--- config.mk ---
export PLATFORM = sky130hd
export DESIGN_NAME = wdog_dual_stage
export DESIGN_NICKNAME = d
export VERILOG_FILES = /design/src/rtl/wdog_pkg.sv /design/src/rtl/wdog_rst_sync.sv /design/src/rtl/wdog_regif.sv /design/src/rtl/wdog_core.sv /design/src/rtl/wdog_dual_stage.sv
export SDC_FILE = /design/constraint.sdc
export NUM_CORES = 1
export LEC_CHECK = 0
export BUFFER_PORTS_ARGS = -buffer_cell sky130_fd_sc_hd__buf_2
export CAP_MARGIN = 20
export CORE_MARGIN = 1
export CORE_UTILIZATION = 30
export DETAILED_ROUTE_END_ITERATION = 10
export GPL_TIMING_DRIVEN = 0
export PLACE_DENSITY = 0.55
export REMOVE_ABC_BUFFERS = 1
export SLEW_MARGIN = 20
export SYNTH_ARGS = -nofsm -noshare
export SYNTH_HDL_FRONTEND = slang
export SYNTH_SLANG_ARGS = --single-unit
--- constraint.sdc ---
create_clock -name clk -period 5.2 [get_ports clk]
set_input_delay 0.52 -clock clk [delete_from_list [all_inputs] [get_ports clk]]
set_output_delay 0.52 -clock clk [all_outputs]
set_load 0.01 [all_outputs]
--- src/rtl/wdog_pkg.sv ---
package wdog_pkg;

  localparam int unsigned ADDR_W = 12;
  localparam int unsigned DATA_W = 32;
  localparam int unsigned CNT_W  = 64;
  localparam int unsigned PAD_W  = CNT_W - DATA_W;

  // frame select encoding
  localparam logic FR_KICK    = 1'b0;
  localparam logic FR_CONTROL = 1'b1;

  // byte offsets inside a frame
  localparam logic [ADDR_W-1:0] OFS_KICK  = 12'h000;
  localparam logic [ADDR_W-1:0] OFS_CTRL  = 12'h000;
  localparam logic [ADDR_W-1:0] OFS_PER   = 12'h008;
  localparam logic [ADDR_W-1:0] OFS_DLO   = 12'h010;
  localparam logic [ADDR_W-1:0] OFS_DHI   = 12'h014;
  localparam logic [ADDR_W-1:0] OFS_IDA   = 12'hFCC;
  localparam logic [ADDR_W-1:0] OFS_IDB   = 12'hFD0;

  // status bit positions
  localparam int unsigned ST_EN  = 0;
  localparam int unsigned ST_S1  = 1;
  localparam int unsigned ST_S2  = 2;

  typedef struct packed {
    logic              kick;
    logic              ctl_wr;
    logic              per_wr;
    logic [DATA_W-1:0] wdata;
  } wr_cmd_t;

endpackage

--- src/rtl/wdog_rst_sync.sv ---
module wdog_rst_sync #(
  parameter int unsigned STAGES = 2
) (
  input  logic clk,
  input  logic arst_n,
  output logic srst_n
);

  logic [STAGES-1:0] shift_q;
  logic [STAGES-1:0] shift_d;

  always_comb begin
    shift_d = {shift_q[STAGES-2:0], 1'b1};
  end

  always_ff @(posedge clk or negedge arst_n) begin
    if (!arst_n) begin
      shift_q <= '0;
    end else begin
      shift_q <= shift_d;
    end
  end

  assign srst_n = shift_q[STAGES-1];

endmodule

--- src/rtl/wdog_regif.sv ---
module wdog_regif
  import wdog_pkg::*;
#(
  parameter logic [DATA_W-1:0] ID0_VAL = 32'h0,
  parameter logic [DATA_W-1:0] ID1_VAL = 32'h0
) (
  input  logic              clk,
  input  logic              rst_n,
  input  logic              req_valid,
  input  logic              req_write,
  input  logic              req_frame,
  input  logic [ADDR_W-1:0] req_addr,
  input  logic [DATA_W-1:0] req_wdata,
  input  logic              en_q,
  input  logic              s1_q,
  input  logic              stk_q,
  input  logic [DATA_W-1:0] per_q,
  input  logic [CNT_W-1:0]  dl_q,
  output wr_cmd_t           cmd,
  output logic [DATA_W-1:0] rdata
);

  logic              wr_en;
  logic              rd_en;
  logic [DATA_W-1:0] rd_d;
  logic [DATA_W-1:0] rd_q;
  logic [DATA_W-1:0] status;

  assign wr_en = req_valid &  req_write;
  assign rd_en = req_valid & ~req_write;

  // write decode
  always_comb begin
    cmd.kick   = wr_en && (req_frame == FR_KICK)    && (req_addr == OFS_KICK);
    cmd.ctl_wr = wr_en && (req_frame == FR_CONTROL) && (req_addr == OFS_CTRL);
    cmd.per_wr = wr_en && (req_frame == FR_CONTROL) && (req_addr == OFS_PER);
    cmd.wdata  = req_wdata;
  end

  always_comb begin
    status        = '0;
    status[ST_EN] = en_q;
    status[ST_S1] = s1_q;
    status[ST_S2] = stk_q;
  end

  // read mux
  always_comb begin
    rd_d = '0;
    if (req_addr == OFS_IDA) begin
      rd_d = ID0_VAL;
    end else if (req_addr == OFS_IDB) begin
      rd_d = ID1_VAL;
    end else if (req_frame == FR_CONTROL) begin
      case (req_addr)
        OFS_CTRL: rd_d = status;
        OFS_PER:  rd_d = per_q;
        OFS_DLO:  rd_d = dl_q[DATA_W-1:0];
        OFS_DHI:  rd_d = dl_q[CNT_W-1:DATA_W];
        default:  rd_d = '0;
      endcase
    end
  end

  always_ff @(posedge clk or negedge rst_n) begin
    if (!rst_n) begin
      rd_q <= '0;
    end else if (rd_en) begin
      rd_q <= rd_d;
    end
  end

  assign rdata = rd_q;

endmodule

--- src/rtl/wdog_core.sv ---
module wdog_core
  import wdog_pkg::*;
#(
  parameter logic [DATA_W-1:0] RST_OFFSET = 32'h100
) (
  input  logic              clk,
  input  logic              rst_n,
  input  logic              por_rst_n,
  input  logic [CNT_W-1:0]  cnt,
  input  wr_cmd_t           cmd,
  output logic              en_q,
  output logic              s1_q,
  output logic              s2_q,
  output logic              stk_q,
  output logic [DATA_W-1:0] per_q,
  output logic [CNT_W-1:0]  dl_q
);

  logic              en_d;
  logic              s1_d;
  logic              s2_d;
  logic              stk_set;
  logic [DATA_W-1:0] per_d;
  logic [CNT_W-1:0]  dl_d;
  logic              refresh;
  logic              reached;
  logic [CNT_W-1:0]  next_dl;

  assign refresh = cmd.kick | cmd.ctl_wr | (cmd.per_wr & en_q);
  assign reached = en_q && (cnt >= dl_q);
  assign next_dl = cnt + {{PAD_W{1'b0}}, per_d};

  always_comb begin
    en_d    = en_q;
    s1_d    = s1_q;
    s2_d    = s2_q;
    per_d   = per_q;
    dl_d    = dl_q;
    stk_set = 1'b0;
    if (cmd.per_wr) begin
      per_d = cmd.wdata;
    end
    if (cmd.ctl_wr) begin
      en_d = cmd.wdata[ST_EN];
    end
    if (refresh) begin
      dl_d = next_dl;
      s1_d = 1'b0;
      s2_d = 1'b0;
    end else if (reached) begin
      if (!s1_q) begin
        s1_d = 1'b1;
        dl_d = next_dl;
      end else begin
        s2_d    = 1'b1;
        stk_set = 1'b1;
      end
    end
  end

  always_ff @(posedge clk or negedge rst_n) begin
    if (!rst_n) begin
      en_q  <= 1'b0;
      s1_q  <= 1'b0;
      s2_q  <= 1'b0;
      per_q <= RST_OFFSET;
      dl_q  <= '0;
    end else begin
      en_q  <= en_d;
      s1_q  <= s1_d;
      s2_q  <= s2_d;
      per_q <= per_d;
      dl_q  <= dl_d;
    end
  end

  // sticky flag lives in the power-on domain
  always_ff @(posedge clk or negedge por_rst_n) begin
    if (!por_rst_n) begin
      stk_q <= 1'b0;
    end else if (stk_set) begin
      stk_q <= 1'b1;
    end
  end

endmodule

--- src/rtl/wdog_dual_stage.sv ---
module wdog_dual_stage
  import wdog_pkg::*;
#(
  parameter logic [DATA_W-1:0] ID0_VAL     = 32'h5744_0101,
  parameter logic [DATA_W-1:0] ID1_VAL     = 32'h0000_A5C3,
  parameter logic [DATA_W-1:0] RST_OFFSET  = 32'h0000_0100,
  parameter int unsigned       SYNC_STAGES = 2
) (
  input  logic              clk,
  input  logic              rst_n,
  input  logic              por_n,
  input  logic [63:0]       cnt_i,
  input  logic              req_valid_i,
  input  logic              req_write_i,
  input  logic              req_frame_i,
  input  logic [11:0]       req_addr_i,
  input  logic [31:0]       req_wdata_i,
  output logic [31:0]       rsp_rdata_o,
  output logic              stage1_o,
  output logic              stage2_o
);

  logic              core_rst_n;
  logic              por_rst_n;
  logic              sys_arst_n;
  wr_cmd_t           cmd;
  logic              en_q;
  logic              s1_q;
  logic              s2_q;
  logic              stk_q;
  logic [DATA_W-1:0] per_q;
  logic [CNT_W-1:0]  dl_q;

  assign sys_arst_n = rst_n & por_n;

  wdog_rst_sync #(.STAGES(SYNC_STAGES)) u_sync_sys (
    .clk    (clk),
    .arst_n (sys_arst_n),
    .srst_n (core_rst_n)
  );

  wdog_rst_sync #(.STAGES(SYNC_STAGES)) u_sync_por (
    .clk    (clk),
    .arst_n (por_n),
    .srst_n (por_rst_n)
  );

  wdog_regif #(.ID0_VAL(ID0_VAL), .ID1_VAL(ID1_VAL)) u_regif (
    .clk       (clk),
    .rst_n     (core_rst_n),
    .req_valid (req_valid_i),
    .req_write (req_write_i),
    .req_frame (req_frame_i),
    .req_addr  (req_addr_i),
    .req_wdata (req_wdata_i),
    .en_q      (en_q),
    .s1_q      (s1_q),
    .stk_q     (stk_q),
    .per_q     (per_q),
    .dl_q      (dl_q),
    .cmd       (cmd),
    .rdata     (rsp_rdata_o)
  );

  wdog_core #(.RST_OFFSET(RST_OFFSET)) u_core (
    .clk       (clk),
    .rst_n     (core_rst_n),
    .por_rst_n (por_rst_n),
    .cnt       (cnt_i),
    .cmd       (cmd),
    .en_q      (en_q),
    .s1_q      (s1_q),
    .s2_q      (s2_q),
    .stk_q     (stk_q),
    .per_q     (per_q),
    .dl_q      (dl_q)
  );

  assign stage1_o = en_q & s1_q;
  assign stage2_o = en_q & s2_q;

endmodule

==> run metrics, run 1 <==
status completed; FFs w/ async S/R, synth 100%; Num CTS Buffers 17; vias in the first global route about 8000; largest area contributor in the netlist dfrtp_1; fillers 3165; most common cell after layout, fill and taps aside buf_2; 1st-iter DRT viols 529; IO buf count 147; Post-Syn Instances 988; most frequent cells in the layout 147 x buf_2, 134 x dfrtp_1, 96 x ha_1; Final Cell Area 0.0115 mm²; Top delay family on crit path simple AND/OR/NAND/NOR gates; die area around 0.033 mm²; Clock Latency Late Sink about 0.43 ns; first-pass GRT wire length 46.8 mm; Worst Path Max Fanout 21; Least-Margin Pin Slew 0.988 ns; Cell Area, Placed 0.0108 mm²; Via-to-Cell Ratio 5.18; Flop pwr share 41.7%; dominant synthesized flop cell dfrtp_1; CTS Buffer Depth 2; Sw Ratio 25.9%; Post-synth EDFFs 0; DRT met1 WL 14.1 mm; Tot GR Track Use 18.8%; NetSw between 600 and 700 µW; most frequent CP cell nor4_1; PnR Total Power 2590 µW; Hold Crit Class reg -> async; WL met3 1.74 mm; CTS tree yes; Total Nets Final roughly 1300; critical path class in -> reg; Vias ~8000; Synth area leaders dfrtp_1 35%, ha_1 13%, mux2i_1 7.1%; core region area 0.0309 mm²; minimum clock period 4.92 ns; CTS Sinks 136; worst flop-to-flop path endpoint u_core.dl_q[45]; TritonRoute pass-1 iters 6; Leakage ~0.0060 µW; Die Ht 180 µm; sequential area share after synthesis 35.7%; Data required, critical path 5.50 ns; Ys Warns 0; CP cell instances buf_2 > nor4_1 > nand2_1 > or3_1 > or3_4 > buf_12 > mux2_2 > ha_1 > inv_1 > fa_1 > and2b_1 > o2111ai_2 > a21oi_2 > o21ai_2 > o31ai_4 > buf_4 > a311oi_4 > nor4_1 > xnor2_1 > mux2i_1; Logic pwr share 8.9%; post-DR wirelength/cell just under 20 µm; Reg-to-Reg Start u_core.dl_q[2]; DR WL met2 13.8 mm; CP max stage cell or3_4; Max H-tree Level 4; Die X around 180 µm; top layer in use met5; GP Congestion between 0.8 and 0.9; Residual DRC 0; Hold Slack 0.0127 ns; Yosys reg bits 136; largest net degree at the start of global routing between 50 and 60; Final Cycle Share 94.7%; Worst Reg-to-Reg Cells 12; Core Rows 64; root buffer cell clkbuf_16; Achievable Freq 203 MHz; Clk network pwr share between 40% and 50%; WL final between 30 and 40 mm; highest cell delay on the worst timing path 0.55 ns; I/O pin count 148; Peak VDD IR 0.216 mV; final setup violation count 0; mean post-synth cell area 9.66 µm²; CP bufs+invs 4; relative slew slack 33.9%; crit start category input port; layout cells sized above 1 21.1%; Max Cap Violations 0; dpl ws -0.598 ns; arrival time worst endpoint 5.23 ns; hpwl dp roughly 23 mm; Initial Util between 30% and 40%; Area Growth Syn to Fin 20.3%; total gr overflow 0; ANT nets after route 0; Slew Limit Fails 0; CTS clk-pin slew, worst paths 0.06 ns; CP endpoint kind register; RSZ-0062 raised after global routing no; Internal 1920 µW; Worst Slack Setup Final 0.276 ns; Fin. Hold Viols 0; top cell type's share of synthesized area 35.4%; initial antenna violation count 10; Synth cell types 65; mapped cell area between 0.009 and 0.01 mm²; reg2reg setup slack ~1.6 ns; Pwr Density 226 mW/mm²; clock skew 0.00775 ns
## metal layers
| layer | vias to the layer above | GRT usage [%] |
|---|---|---|
| met3 | 34 | 4.39 |
| li1 | 3900 | - |
| met4 | 10 | 4.55 |
| met2 | 188 | 30.6 |
| met5 | - | 0 |
| met1 | 3843 | 25.2 |
## how the worst max path moves through the flow
| stage | start | endpoint | slack [ns] | cells after the start |
|---|---|---|---|---|
| after floorplan | req_addr_i[9] | u_core.dl_q[56] | 0.33 | 17 |
| after global placement | req_addr_i[9] | u_core.dl_q[50] | -1.16 | 18 |
| after detailed placement | req_addr_i[9] | u_core.dl_q[62] | -0.60 | 19 |
| after CTS | req_addr_i[9] | u_core.dl_q[50] | 0.04 | 19 |
| after global routing | req_addr_i[9] | u_core.dl_q[52] | 0.05 | 20 |
| final | req_addr_i[9] | u_core.dl_q[60] | 0.28 | 20 |
## kinds of logic (layout without fill, tap and decap cells)
group / after synthesis / after routing / share of synthesized area, %
xor+xnor: 62 / 62 / 5.69
compound gates: 248 / 248 / 17.7
fa+ha+maj: 97 / 97 / 12.8
other cells: 1 / 7 / 0.0393
buf+inv: 114 / 265 / 5.17
flops: 136 / 136 / 35.7
simple gates: 227 / 227 / 11.7
mux: 103 / 103 / 11.3
## worst reg2reg max path, stage by stage (launching register included)
cell      delay (ns)
dfrtp_1         0.36
inv_1           0.06
ha_1            0.28
a211oi_1        0.22
o21ai_0         0.16
a21oi_1         0.31
o21ai_0         0.24
a21oi_1         0.30
o31ai_1         0.21
nand2_1         0.17
o21a_4          0.60
buf_16          0.35
mux2i_1         0.26
## per-stage QoR
| stage | setup TNS, ns | util [%] | instances |
|---|---|---|---|
| 6_report | 0 | 37.1 | 1541 |
| 5_1_grt | 0 | 37.1 | 1537 |
| 4_1_cts | 0 | 37.0 | 1533 |
| 3_5_place_dp | -11.31 | 34.9 | 1499 |
| 3_3_place_gp | -164.35 | 34.2 | 1492 |
| 2_1_floorplan | 0 | - | 949 |
## power groups by stage
| stage | clock, µW | sequential (µW) | combinational (µW) |
|---|---|---|---|
| detailed placement | 0 | 1100 | 228 |
| finish | 1280 | 1080 | 230 |
| CTS | 1310 | 1080 | 231 |
| floorplan | 0 | 1110 | 99.0 |
| global placement | 0 | 1120 | 203 |
| global route | 1340 | 1080 | 256 |
## Yosys cell counts, types with 14 or more instances
library cell,n
xnor2_1,30
mux2i_1,68
dfrtp_1,135
ha_1,96
mux2_2,23
inv_1,74
nand2_1,84
nand3_1,18
clkbuf_1,20
nand4_1,17
o21ai_0,52
and3_1,14
a21o_1,23
a222oi_1,29
xor2_1,32
nor2_1,40
a21oi_1,70
## registers in the layout (all words and copies together), names as in the netlist
signal              flops
u_sync_sys.shift_q      2
u_core.per_q           32
u_regif.rdata          32
u_sync_por.shift_q      2
u_core.s1_q             1
u_core.stk_q            1
u_core.dl_q            64
u_core.en_q             1
u_core.s2_q             1
## area by class of cell
class | count | area [µm²] | share of cell area, %
diodes | 5 | 12.5 | 0.109
clock buffers | 17 | 425 | 3.71
clock inverters | 15 | 179 | 1.56
inverters | 74 | 278 | 2.42
multi-input cells | 739 | 5720 | 49.8
flip-flops and latches | 136 | 3410 | 29.7
well taps | 396 | 495 | 4.32
repair buffers | 159 | 963 | 8.39
## repair_timing
item / in CTS / in global routing
hold buffers: 2 / 0
setup buffers: 0 / 3
gates cloned: 0 / 0
setup endpoints to repair: 13 / 10
pin swaps: 0 / 2
endpoints found under the hold margin: 4 / 0
resized for setup: 1 / 5
No activity file was read; power rests on OpenSTA's default activity.
==> run 2, diff against run 1 <==
--- a/config.mk
+++ b/config.mk
@@ -7,8 +7,10 @@
 export LEC_CHECK = 0
 export BUFFER_PORTS_ARGS = -buffer_cell sky130_fd_sc_hd__buf_2
 export CAP_MARGIN = 20
+export CORE_ASPECT_RATIO = 1.75
 export CORE_MARGIN = 1
 export CORE_UTILIZATION = 30
+export CTS_BUF_LIST = sky130_fd_sc_hd__clkbuf_8 sky130_fd_sc_hd__clkbuf_16
 export DETAILED_ROUTE_END_ITERATION = 10
 export GPL_TIMING_DRIVEN = 0
 export PLACE_DENSITY = 0.55
==> run metrics, run 2 (same netlist as run 1, synthesis figures left out) <==
CTS Buffer Depth 2; Least-Margin Pin Slew 1.08 ns; CP bufs+invs 3; critical path class in -> reg; CTS clk-pin slew, worst paths about 0.060 ns; Top delay family on crit path simple AND/OR/NAND/NOR gates; Achievable Freq 201 MHz; GP Congestion 0.846; Pwr Density 228 mW/mm²; Data required, critical path 5.51 ns; most frequent cells in the layout 147 x buf_2, 134 x dfrtp_1, 96 x ha_1; total gr overflow 0; Vias 8163; post-DR wirelength/cell 21.0 µm; Worst Path Max Fanout 18; Total Nets Final 1339; Hold Slack 0.00498 ns; fillers roughly 3200; I/O pin count ~150; Leakage 0.00611 µW; Residual DRC 0; core region area roughly 0.031 mm²; Die X 137 µm; relative slew slack about 28%; largest reg by FF count u_core.dl_q; minimum clock period 4.98 ns; CTS tree yes; Max H-tree Level 4; Num CTS Buffers 17; Area Growth Syn to Fin 20.8%; Hold Crit Class reg -> async; hpwl dp ~25 mm; CP cell instances buf_2 > nor4_1 > nand2_1 > or3_1 > or3_4 > buf_16 > mux2_2 > ha_1 > inv_1 > fa_1 > and2b_1 > o2111ai_2 > a21oi_2 > o21ai_0 > a211oi_2 > o21ai_2 > a211oi_1 > xnor2_1 > mux2i_1; Clock Latency Late Sink 0.45 ns; final setup violation count 0; arrival time worst endpoint 5.29 ns; Core Rows 86; CP max stage cell or3_4; WL final roughly 32 mm; die area about 0.033 mm²; Die Ht 238 µm; CTS Sinks 136; initial antenna violation count 5; CP endpoint kind register; TritonRoute pass-1 iters 5; Slew Limit Fails 0; flip-flop and latch area 0.00341 mm²; IO buf count about 150; 1st-iter DRT viols ~530; first-pass GRT wire length between 40 and 50 mm; largest net degree at the start of global routing 54; Fin. Hold Viols 0; ANT nets after route 0; layout cells sized above 1 20.9%; max reg flops 64; Peak VDD IR 0.249 mV; root buffer cell clkbuf_16; highest cell delay on the worst timing path 0.54 ns; Tot GR Track Use between 20% and 30%; multi-input combinational cell area 0.00570 mm²; Via-to-Cell Ratio 5.30; Initial Util a little under a third; most common cell after layout, fill and taps aside buf_2; clock skew 0.00828 ns; Total Neg Setup Slack 0 ns; vias in the first global route approximately 8600; crit start category input port; RSZ-0062 raised after global routing no; Final Cycle Share 95.9%; status completed; Max Cap Violations 0
[run 2: layout make-up]
type,instances,share of cell area (%)
inverters,74,2.41
clock buffers,20,4.05
repair buffers,160,8.77
clock inverters,12,1.36
diodes,3,0.0651
flip-flops and latches,136,29.6
multi-input cells,739,49.5
well taps,396,4.30
[run 2: timing repair]
| item | in CTS | in global routing |
|---|---|---|
| hold buffers | 2 | 0 |
| pin swaps | 0 | 2 |
| gates resized for setup | 1 | 1 |
| hold endpoints to repair | 4 | 0 |
| setup buffers | 0 | 1 |
| endpoints found under the setup margin | 14 | 9 |
[run 2: worst register-to-register path: cells and delay by family, from the launching register on]
family	cells	cell delay [ns]
DFF	1	0.36
adders and majority gates	1	0.29
and+or+nand+nor	2	0.26
muxes	1	0.39
AOI/OAI and AO/OA	6	2.14
buffers and inverters	2	0.37
[run 2: path summary, 6_finish.rpt]
check	start	end	slack (ns)	cells after the start
max	req_addr_i[9]	u_core.dl_q[58]	0.22	19
min	u_sync_por.shift_q[1]	u_core.stk_q	0.005	0
max reg2reg	u_core.dl_q[2]	u_core.dl_q[10]	1.28	12
min reg2reg	u_sync_por.shift_q[1]	u_core.stk_q	0.005	0
max in group asynchronous	u_sync_sys.shift_q[1]	u_core.per_q[8]	3.89	2
min in group clk	req_wdata_i[0]	u_core.en_q	0.32	2
[run 2: power by group]
group          internal [µW]  leakage, µW  switching, µW
clock network            830     0.000323            484
logic                   98.0      0.00424            141
registers               1070      0.00154           10.8
[run 2: through the flow]
stage	std cells	setup slack, ns	utilization, %	total power (µW)	instance area, µm²
after floorplan	949	0.325	-	1210	9330
after global placement	1492	-1.11	33.6	1330	10600
after detailed placement	1502	-0.641	34.5	1340	10800
after CTS	1536	0.0795	36.6	2660	11500
after global routing	1539	0.0171	36.7	2730	11500
final	1540	0.215	36.7	2630	11500
[run 2: layer usage]
metal | vias to the layer above | global-route usage [%] | part of all wire [%]
li1 | 3892 | - | -
met1 | 3987 | 21.0 | 37
met2 | 209 | 38.6 | 55
met3 | 69 | 4.31 | 3.8
met4 | 6 | 11.0 | 4.5
met5 | - | 0 | 0.13
